===== src/rtl/txr_pkg.sv =====
package txr_pkg;
  localparam int unsigned TXD_USED  = 31;
  localparam int unsigned TXD_WRAP  = 30;
  localparam int unsigned TXD_UNDR  = 28;
  localparam int unsigned TXD_EXH   = 27;
  localparam int unsigned TXD_NOCRC = 16;
  localparam int unsigned TXD_EOF   = 15;

  typedef enum logic [2:0] {
    C_IDLE, C_RD_CTRL, C_WT_CTRL, C_WT_ADDR, C_PUMP, C_WB, C_TERM, C_WB_EXH
  } walk_state_e;

  typedef enum logic [2:0] {
    P_IDLE, P_RD, P_WAIT, P_EMIT, P_TERM
  } pump_state_e;
endpackage


===== src/rtl/txr_byte_pump.sv =====
module txr_byte_pump
  import txr_pkg::*;
#(
  parameter int AW   = 16,
  parameter int LENW = 11
) (
  input  logic            clk,
  input  logic            rst_n,
  input  logic            go_i,
  input  logic            term_i,
  input  logic            err_i,
  input  logic [31:0]     addr_i,
  input  logic [LENW-1:0] len_i,
  input  logic            eof_i,
  output logic            busy_o,
  output logic            rd_en_o,
  output logic [AW-1:0]   rd_addr_o,
  input  logic [31:0]     rd_data_i,
  output logic            tx_valid_o,
  input  logic            tx_ready_i,
  output logic [7:0]      tx_data_o,
  output logic            tx_last_o,
  output logic            tx_err_o
);
  pump_state_e     st_q;
  logic [31:0]     ptr_q;
  logic [LENW-1:0] rem_q;
  logic [31:0]     word_q;
  logic            eof_q;
  logic            err_q;
  logic            fire;

  assign busy_o    = (st_q != P_IDLE);
  assign rd_en_o   = (st_q == P_RD);
  assign rd_addr_o = ptr_q[AW+1:2];
  assign fire      = tx_valid_o && tx_ready_i;

  always_comb begin
    tx_valid_o = 1'b0;
    tx_data_o  = 8'h00;
    tx_last_o  = 1'b0;
    tx_err_o   = 1'b0;
    if (st_q == P_EMIT) begin
      tx_valid_o = 1'b1;
      tx_data_o  = 8'(word_q >> {ptr_q[1:0], 3'b000});
      tx_last_o  = eof_q && (rem_q == LENW'(1));
    end else if (st_q == P_TERM) begin
      tx_valid_o = 1'b1;
      tx_last_o  = 1'b1;
      tx_err_o   = err_q;
    end
  end

  always_ff @(posedge clk or negedge rst_n) begin
    if (!rst_n) begin
      st_q   <= P_IDLE;
      ptr_q  <= '0;
      rem_q  <= '0;
      word_q <= '0;
      eof_q  <= 1'b0;
      err_q  <= 1'b0;
    end else begin
      case (st_q)
        P_IDLE: if (go_i) begin
          if (term_i || (len_i == '0 && eof_i)) begin
            st_q  <= P_TERM;
            err_q <= term_i && err_i;
          end else if (len_i != '0) begin
            ptr_q <= addr_i;
            rem_q <= len_i;
            eof_q <= eof_i;
            st_q  <= P_RD;
          end
        end
        P_RD:   st_q <= P_WAIT;
        P_WAIT: begin
          word_q <= rd_data_i;
          st_q   <= P_EMIT;
        end
        P_EMIT: if (fire) begin
          ptr_q <= ptr_q + 32'd1;
          rem_q <= rem_q - LENW'(1);
          if (rem_q == LENW'(1))      st_q <= P_IDLE;
          else if (ptr_q[1:0] == 2'd3) st_q <= P_RD;
        end
        P_TERM: if (fire) st_q <= P_IDLE;
        default: st_q <= P_IDLE;
      endcase
    end
  end

  p_hold_r4: assert property (@(posedge clk) disable iff (!rst_n)
    (tx_valid_o && !tx_ready_i) |=> (tx_valid_o && $stable(tx_data_o) &&
                                     $stable(tx_last_o) && $stable(tx_err_o)));

  p_no_empty_emit_r3: assert property (@(posedge clk) disable iff (!rst_n)
    (st_q == P_EMIT) |-> (rem_q != '0));
endmodule


===== src/rtl/txr_walker.sv =====
module txr_walker
  import txr_pkg::*;
#(
  parameter int AW   = 16,
  parameter int IDXW = 8,
  parameter int LENW = 11
) (
  input  logic            clk,
  input  logic            rst_n,
  input  logic            start_i,
  input  logic            halt_i,
  input  logic [AW-1:0]   ring_base_i,
  output logic            busy_o,
  output logic            mem_en_o,
  output logic            mem_we_o,
  output logic [AW-1:0]   mem_addr_o,
  output logic [31:0]     mem_wdata_o,
  input  logic [31:0]     mem_rdata_i,
  output logic            pump_go_o,
  output logic            pump_term_o,
  output logic            pump_err_o,
  output logic [31:0]     pump_addr_o,
  output logic [LENW-1:0] pump_len_o,
  output logic            pump_eof_o,
  input  logic            pump_busy_i,
  output logic            nocrc_o
);
  walk_state_e     state_q;
  logic [IDXW-1:0] idx_q;
  logic [31:0]     ctrl_q;
  logic [31:0]     first_ctrl_q;
  logic [AW-1:0]   first_desc_q;
  logic            in_frame_q;
  logic            halt_pend_q;
  logic            nocrc_q;
  logic [AW-1:0]   desc_addr;
  logic [31:0]     wb_val;
  logic [31:0]     exh_val;
  logic            stop_now;

  assign desc_addr   = ring_base_i + AW'({idx_q, 1'b0});
  assign busy_o      = (state_q != C_IDLE);
  assign nocrc_o     = nocrc_q;
  assign pump_addr_o = mem_rdata_i;
  assign pump_len_o  = ctrl_q[LENW-1:0];
  assign pump_eof_o  = ctrl_q[TXD_EOF];
  assign stop_now    = !in_frame_q && halt_pend_q;

  always_comb begin
    wb_val           = ctrl_q;
    wb_val[TXD_USED] = 1'b1;
    wb_val[TXD_UNDR] = 1'b0;
    wb_val[TXD_EXH]  = 1'b0;
    exh_val           = first_ctrl_q;
    exh_val[TXD_USED] = 1'b1;
    exh_val[TXD_EXH]  = 1'b1;
  end

  always_comb begin
    mem_en_o    = 1'b0;
    mem_we_o    = 1'b0;
    mem_addr_o  = desc_addr + AW'(1);
    mem_wdata_o = '0;
    pump_go_o   = 1'b0;
    pump_term_o = 1'b0;
    pump_err_o  = 1'b0;
    case (state_q)
      C_RD_CTRL: mem_en_o = !stop_now;
      C_WT_CTRL: begin
        if (!mem_rdata_i[TXD_USED]) begin
          mem_en_o   = 1'b1;
          mem_addr_o = desc_addr;
        end else if (in_frame_q) begin
          pump_go_o   = 1'b1;
          pump_term_o = 1'b1;
          pump_err_o  = 1'b1;
        end
      end
      C_WT_ADDR: pump_go_o = 1'b1;
      C_WB: begin
        mem_en_o    = 1'b1;
        mem_we_o    = 1'b1;
        mem_wdata_o = wb_val;
      end
      C_WB_EXH: begin
        mem_en_o    = 1'b1;
        mem_we_o    = 1'b1;
        mem_addr_o  = first_desc_q + AW'(1);
        mem_wdata_o = exh_val;
      end
      default: ;
    endcase
  end

  always_ff @(posedge clk or negedge rst_n) begin
    if (!rst_n) begin
      state_q      <= C_IDLE;
      idx_q        <= '0;
      ctrl_q       <= '0;
      first_ctrl_q <= '0;
      first_desc_q <= '0;
      in_frame_q   <= 1'b0;
      halt_pend_q  <= 1'b0;
      nocrc_q      <= 1'b0;
    end else begin
      if (state_q == C_IDLE) halt_pend_q <= 1'b0;
      else if (halt_i)       halt_pend_q <= 1'b1;
      case (state_q)
        C_IDLE:    if (start_i) state_q <= C_RD_CTRL;
        C_RD_CTRL: state_q <= stop_now ? C_IDLE : C_WT_CTRL;
        C_WT_CTRL: begin
          ctrl_q <= mem_rdata_i;
          if (mem_rdata_i[TXD_USED]) state_q <= in_frame_q ? C_TERM : C_IDLE;
          else                       state_q <= C_WT_ADDR;
        end
        C_WT_ADDR: begin
          if (!in_frame_q) begin
            first_ctrl_q <= ctrl_q;
            first_desc_q <= desc_addr;
            nocrc_q      <= ctrl_q[TXD_NOCRC];
          end
          state_q <= C_PUMP;
        end
        C_PUMP: if (!pump_busy_i) state_q <= C_WB;
        C_WB: begin
          in_frame_q <= !ctrl_q[TXD_EOF];
          idx_q      <= ctrl_q[TXD_WRAP] ? '0 : idx_q + IDXW'(1);
          state_q    <= C_RD_CTRL;
        end
        C_TERM: if (!pump_busy_i) state_q <= C_WB_EXH;
        C_WB_EXH: begin
          in_frame_q <= 1'b0;
          state_q    <= C_IDLE;
        end
        default: state_q <= C_IDLE;
      endcase
    end
  end

  p_start_r1: assert property (@(posedge clk) disable iff (!rst_n)
    (state_q == C_IDLE && start_i) |=> busy_o);

  p_stop_boundary_r9: assert property (@(posedge clk) disable iff (!rst_n)
    $fell(busy_o) |-> !in_frame_q);

  p_go_idle_r3: assert property (@(posedge clk) disable iff (!rst_n)
    pump_go_o |-> !pump_busy_i);
endmodule


===== src/rtl/txr_mem_mux.sv =====
module txr_mem_mux #(
  parameter int AW = 16
) (
  input  logic          clk,
  input  logic          rst_n,
  input  logic          w_en_i,
  input  logic          w_we_i,
  input  logic [AW-1:0] w_addr_i,
  input  logic [31:0]   w_wdata_i,
  input  logic          p_en_i,
  input  logic [AW-1:0] p_addr_i,
  output logic          mem_en_o,
  output logic          mem_we_o,
  output logic [AW-1:0] mem_addr_o,
  output logic [31:0]   mem_wdata_o
);
  assign mem_en_o    = w_en_i || p_en_i;
  assign mem_we_o    = w_en_i && w_we_i;
  assign mem_addr_o  = p_en_i ? p_addr_i : w_addr_i;
  assign mem_wdata_o = w_wdata_i;

  p_port_excl_r2: assert property (@(posedge clk) disable iff (!rst_n)
    !(w_en_i && p_en_i));
endmodule


===== src/rtl/txdesc_ring_reader.sv =====
module txdesc_ring_reader
  import txr_pkg::*;
#(
  parameter int AW   = 16,
  parameter int IDXW = 8,
  parameter int LENW = 11
) (
  input  logic          clk,
  input  logic          rst_n,
  input  logic          start,
  input  logic          halt,
  input  logic [AW-1:0] ring_base,
  output logic          busy,
  output logic          mem_en,
  output logic          mem_we,
  output logic [AW-1:0] mem_addr,
  output logic [31:0]   mem_wdata,
  input  logic [31:0]   mem_rdata,
  output logic          tx_valid,
  input  logic          tx_ready,
  output logic [7:0]    tx_data,
  output logic          tx_last,
  output logic          tx_err,
  output logic          tx_nocrc
);
  logic            w_en, w_we;
  logic [AW-1:0]   w_addr;
  logic [31:0]     w_wdata;
  logic            p_en;
  logic [AW-1:0]   p_addr;
  logic            go, term, err, eof, pbusy;
  logic [31:0]     paddr;
  logic [LENW-1:0] plen;

  txr_walker #(.AW(AW), .IDXW(IDXW), .LENW(LENW)) u_walk (
    .clk(clk), .rst_n(rst_n), .start_i(start), .halt_i(halt),
    .ring_base_i(ring_base), .busy_o(busy),
    .mem_en_o(w_en), .mem_we_o(w_we), .mem_addr_o(w_addr),
    .mem_wdata_o(w_wdata), .mem_rdata_i(mem_rdata),
    .pump_go_o(go), .pump_term_o(term), .pump_err_o(err),
    .pump_addr_o(paddr), .pump_len_o(plen), .pump_eof_o(eof),
    .pump_busy_i(pbusy), .nocrc_o(tx_nocrc)
  );

  txr_byte_pump #(.AW(AW), .LENW(LENW)) u_pump (
    .clk(clk), .rst_n(rst_n), .go_i(go), .term_i(term), .err_i(err),
    .addr_i(paddr), .len_i(plen), .eof_i(eof), .busy_o(pbusy),
    .rd_en_o(p_en), .rd_addr_o(p_addr), .rd_data_i(mem_rdata),
    .tx_valid_o(tx_valid), .tx_ready_i(tx_ready), .tx_data_o(tx_data),
    .tx_last_o(tx_last), .tx_err_o(tx_err)
  );

  txr_mem_mux #(.AW(AW)) u_mux (
    .clk(clk), .rst_n(rst_n),
    .w_en_i(w_en), .w_we_i(w_we), .w_addr_i(w_addr), .w_wdata_i(w_wdata),
    .p_en_i(p_en), .p_addr_i(p_addr),
    .mem_en_o(mem_en), .mem_we_o(mem_we), .mem_addr_o(mem_addr),
    .mem_wdata_o(mem_wdata)
  );

  p_wb_after_last_r5: assert property (@(posedge clk) disable iff (!rst_n)
    mem_we |-> !tx_valid);

  p_idle_quiet_r12: assert property (@(posedge clk) disable iff (!rst_n)
    !busy |-> (!tx_valid && !mem_en));
endmodule


===== config.mk =====
export PLATFORM = sky130hd
export DESIGN_NAME = txdesc_ring_reader
export DESIGN_NICKNAME = d
export VERILOG_FILES = /design/src/rtl/txr_pkg.sv /design/src/rtl/txr_byte_pump.sv /design/src/rtl/txr_walker.sv /design/src/rtl/txr_mem_mux.sv /design/src/rtl/txdesc_ring_reader.sv
export SDC_FILE = /design/constraint.sdc
export NUM_CORES = 1
export LEC_CHECK = 0
export BUFFER_PORTS_ARGS = -buffer_cell sky130_fd_sc_hd__buf_2
export CAP_MARGIN = 20
export CORE_ASPECT_RATIO = 0.7
export CORE_MARGIN = 2
export CORE_UTILIZATION = 55
export CTS_CLUSTER_SIZE = 20
export DETAILED_ROUTE_END_ITERATION = 16
export GPL_ROUTABILITY_DRIVEN = 1
export PLACE_DENSITY = 0.85
export SLEW_MARGIN = 20
export SYNTH_ARGS = -nofsm -noshare
export SYNTH_HDL_FRONTEND = slang
export SYNTH_HIERARCHICAL = 1
export SYNTH_SLANG_ARGS = --single-unit

===== constraint.sdc =====
create_clock -name clk -period 4.4 [get_ports clk]
set_input_delay 0.44 -clock clk [delete_from_list [all_inputs] [get_ports clk]]
set_output_delay 0.44 -clock clk [all_outputs]
set_load 0.005 [all_outputs]

==> flow_metrics.env <==
export IMPL_status="finished, final reports clean"
export IMPL_maxSlewViolCount=0
export IMPL_cts_sinks=155
export IMPL_syn_area_sq_um=9847
export IMPL_cp_start_kind="flip-flop"
export IMPL_drc=0
export IMPL_grt_total_usage=0.2755
export IMPL_yosysWarnings=6
export IMPL_cp_required_ns=3.96
export IMPL_routabilityCongestion=0.9378
export IMPL_syn_nets=1125
export IMPL_worst_setup_path_end_kind="output pin"
export IMPL_tightestPinTransition_ns=1.065
export IMPL_antenna_found_initial=1
export IMPL_die_area_sq_um=19010
export IMPL_ioPinCount=116
export IMPL_holdWs_ns=0.1656
export IMPL_finalNonFillerCells=1313
export IMPL_detail_route_antenna_nets=0
export IMPL_dieWidth_microns=163.9
export IMPL_overflow=0
export IMPL_setup_tns_ns=0
export IMPL_start_util=0.5670
export IMPL_fp_row_count=40
export IMPL_path_max_fanout=6
export IMPL_postSynthCellCount=1057
export IMPL_drt_initial_drc_count=928
export IMPL_hold_viol=0
export IMPL_wirelength_microns=25520
export IMPL_firstDrtPassIters=5
export IMPL_fillers=1378
export IMPL_clock_path_buffers=2
export IMPL_cts_setup_buffers=0
export IMPL_drive_above_1_share=0.2602
export IMPL_worstPathArrival_ns=3.80
export IMPL_area_growth_pct=7.268
export IMPL_finClkSkew_ns=0.01358
export IMPL_p_leak_uw=0.004752
export IMPL_utilization=0.6082
export IMPL_fmax_ghz=0.2358
export IMPL_core_area_sq_um=17370
export IMPL_via_per_inst=6.187
export IMPL_routedWlPerCell_microns=19.44
export IMPL_htreeDepth=4
export IMPL_grt_pass1_vias=7478
export IMPL_clock_latency_ns=0.43
export IMPL_grt_max_degree=107
export IMPL_dpl_hpwl_microns=17500
export IMPL_vias=8124
export IMPL_dp_cells=1279
export IMPL_setup_viol=0
export IMPL_port_buffers=115
export IMPL_min_delay_path_class="input port to async pin"
export IMPL_numCtsBuffers=17
export IMPL_grt_pass1_wl_microns=40160
export IMPL_post_route_period_util=0.9639
export IMPL_powerDensity_nw_per_um2=738.9
export IMPL_slew_headroom=0.2900
export IMPL_die_y_microns=116.0
export IMPL_cts_tree="done"
export IMPL_syn_area_per_cell_sq_um=9.316
export IMPL_cts_root_buf="clkbuf_16"
export IMPL_path_class="flip-flop to output pin"
export IMPL_vdd_drop_max_uv=402.4
export IMPL_period_needed_ns=4.241
export IMPL_finalNetCount=1135
export IMPL_clk_pin_slew_ns=0.07
export IMPL_maxCapViolCount=0
[path summary, 6_finish.rpt]
check / startpoint / endpoint / slack, ns / cells after the start
max: u_walk/idx_q[0] / mem_addr[15] / 0.16 / 11
min: rst_n / u_pump/rem_q[8] / 0.17 / 1
max reg2reg: u_walk/state_q[1] / u_pump/ptr_q[14] / 1.33 / 9
min reg2reg: u_walk/first_ctrl_q[10] / u_walk/first_ctrl_q[10] / 0.48 / 2
max in group asynchronous: rst_n / u_pump/rem_q[1] / 3.20 / 2
min in group clk: halt / u_walk/halt_pend_q / 0.22 / 2
[routing by layer]
metal | global-route usage | share of wire
met2 | 0.4081 | 0.44
met5 | 0 | 0
met1 | 0.3904 | 0.43
met4 | 0.1105 | 0.029
met3 | 0.06943 | 0.099
[final cells by class]
type,instances,area [sq um],area share
clock inverters,14,172.7,0.01635
diodes,2,5.005,0.0004738
inverters,19,71.32,0.006752
flip-flops and latches,155,3880,0.3673
clock buffers,18,439.2,0.04158
repair buffers,128,679.4,0.06432
multi-input cells,746,5026,0.4758
well taps,231,289.0,0.02736
[through the flow]
step,cell area (sq um),power (uW),worst slack (ns)
floorplan,9847,5401,0.9858
global placement,9940,5989,0.5657
detailed placement,9940,6153,0.4948
CTS,10550,7745,0.1446
global route,10560,8277,-0.009672
finish,10560,7805,0.1590
[cells in the final DEF (no fill, tap or decap), types with 6 or more instances in the layout]
| cell | count |
|---|---|
| a21oi_1 | 44 |
| a22oi_1 | 7 |
| a2bb2oi_1 | 9 |
| and2_1 | 6 |
| and3_1 | 13 |
| buf_2 | 114 |
| buf_4 | 13 |
| clkbuf_16 | 17 |
| dfrtp_1 | 154 |
| ha_1 | 14 |
| inv_1 | 19 |
| mux2_2 | 73 |
| mux2_4 | 9 |
| mux2i_1 | 34 |
| mux4_2 | 8 |
| nand2_1 | 175 |
| nand3_1 | 29 |
| nand4_1 | 10 |
| nor2_1 | 73 |
| nor2b_1 | 9 |
| nor3_1 | 19 |
| nor4_1 | 7 |
| o21ai_0 | 61 |
| o21ai_1 | 6 |
| o22ai_1 | 12 |
| xnor2_1 | 12 |
| xor2_1 | 13 |
[flip-flops by register name (all words and copies together), names as in the netlist]
signal               cells
u_walk/in_frame_q        1
u_pump/st_q              3
u_walk/first_ctrl_q     30
u_walk/first_desc_q     16
u_pump/eof_q             1
u_pump/ptr_q            18
u_walk/state_q           3
u_pump/word_q           32
u_pump/err_q             1
u_walk/ctrl_q           30
u_pump/rem_q            11
u_walk/idx_q             8
u_walk/halt_pend_q       1
[where the power goes]
| part | switching, uW | leakage [uW] | internal [uW] |
|---|---|---|---|
| registers | 749 | 0.00187 | 2120 |
| logic | 1790 | 0.00258 | 1600 |
| clock network | 657 | 0.000296 | 876 |
[critical path, stage by stage, from the launching register on]
cell and delay [ns]:
dfrtp_1 0.42, ha_1 0.25, fa_1 0.48, a21o_1 0.28, a221oi_4 0.39, o31a_2 0.23
o22ai_2 0.10, nor4_4 0.34, mux2i_1 0.13, or3_1 0.34, mux2_2 0.26, buf_2 0.13
[timing repair]
action | in CTS | in global routing
endpoints found under the setup margin | 0 | 2
hold buffers | 0 | 0
gates resized for setup | 0 | 1
hold endpoints to repair | 0 | 0
No activity file was read; power rests on OpenSTA's default activity.
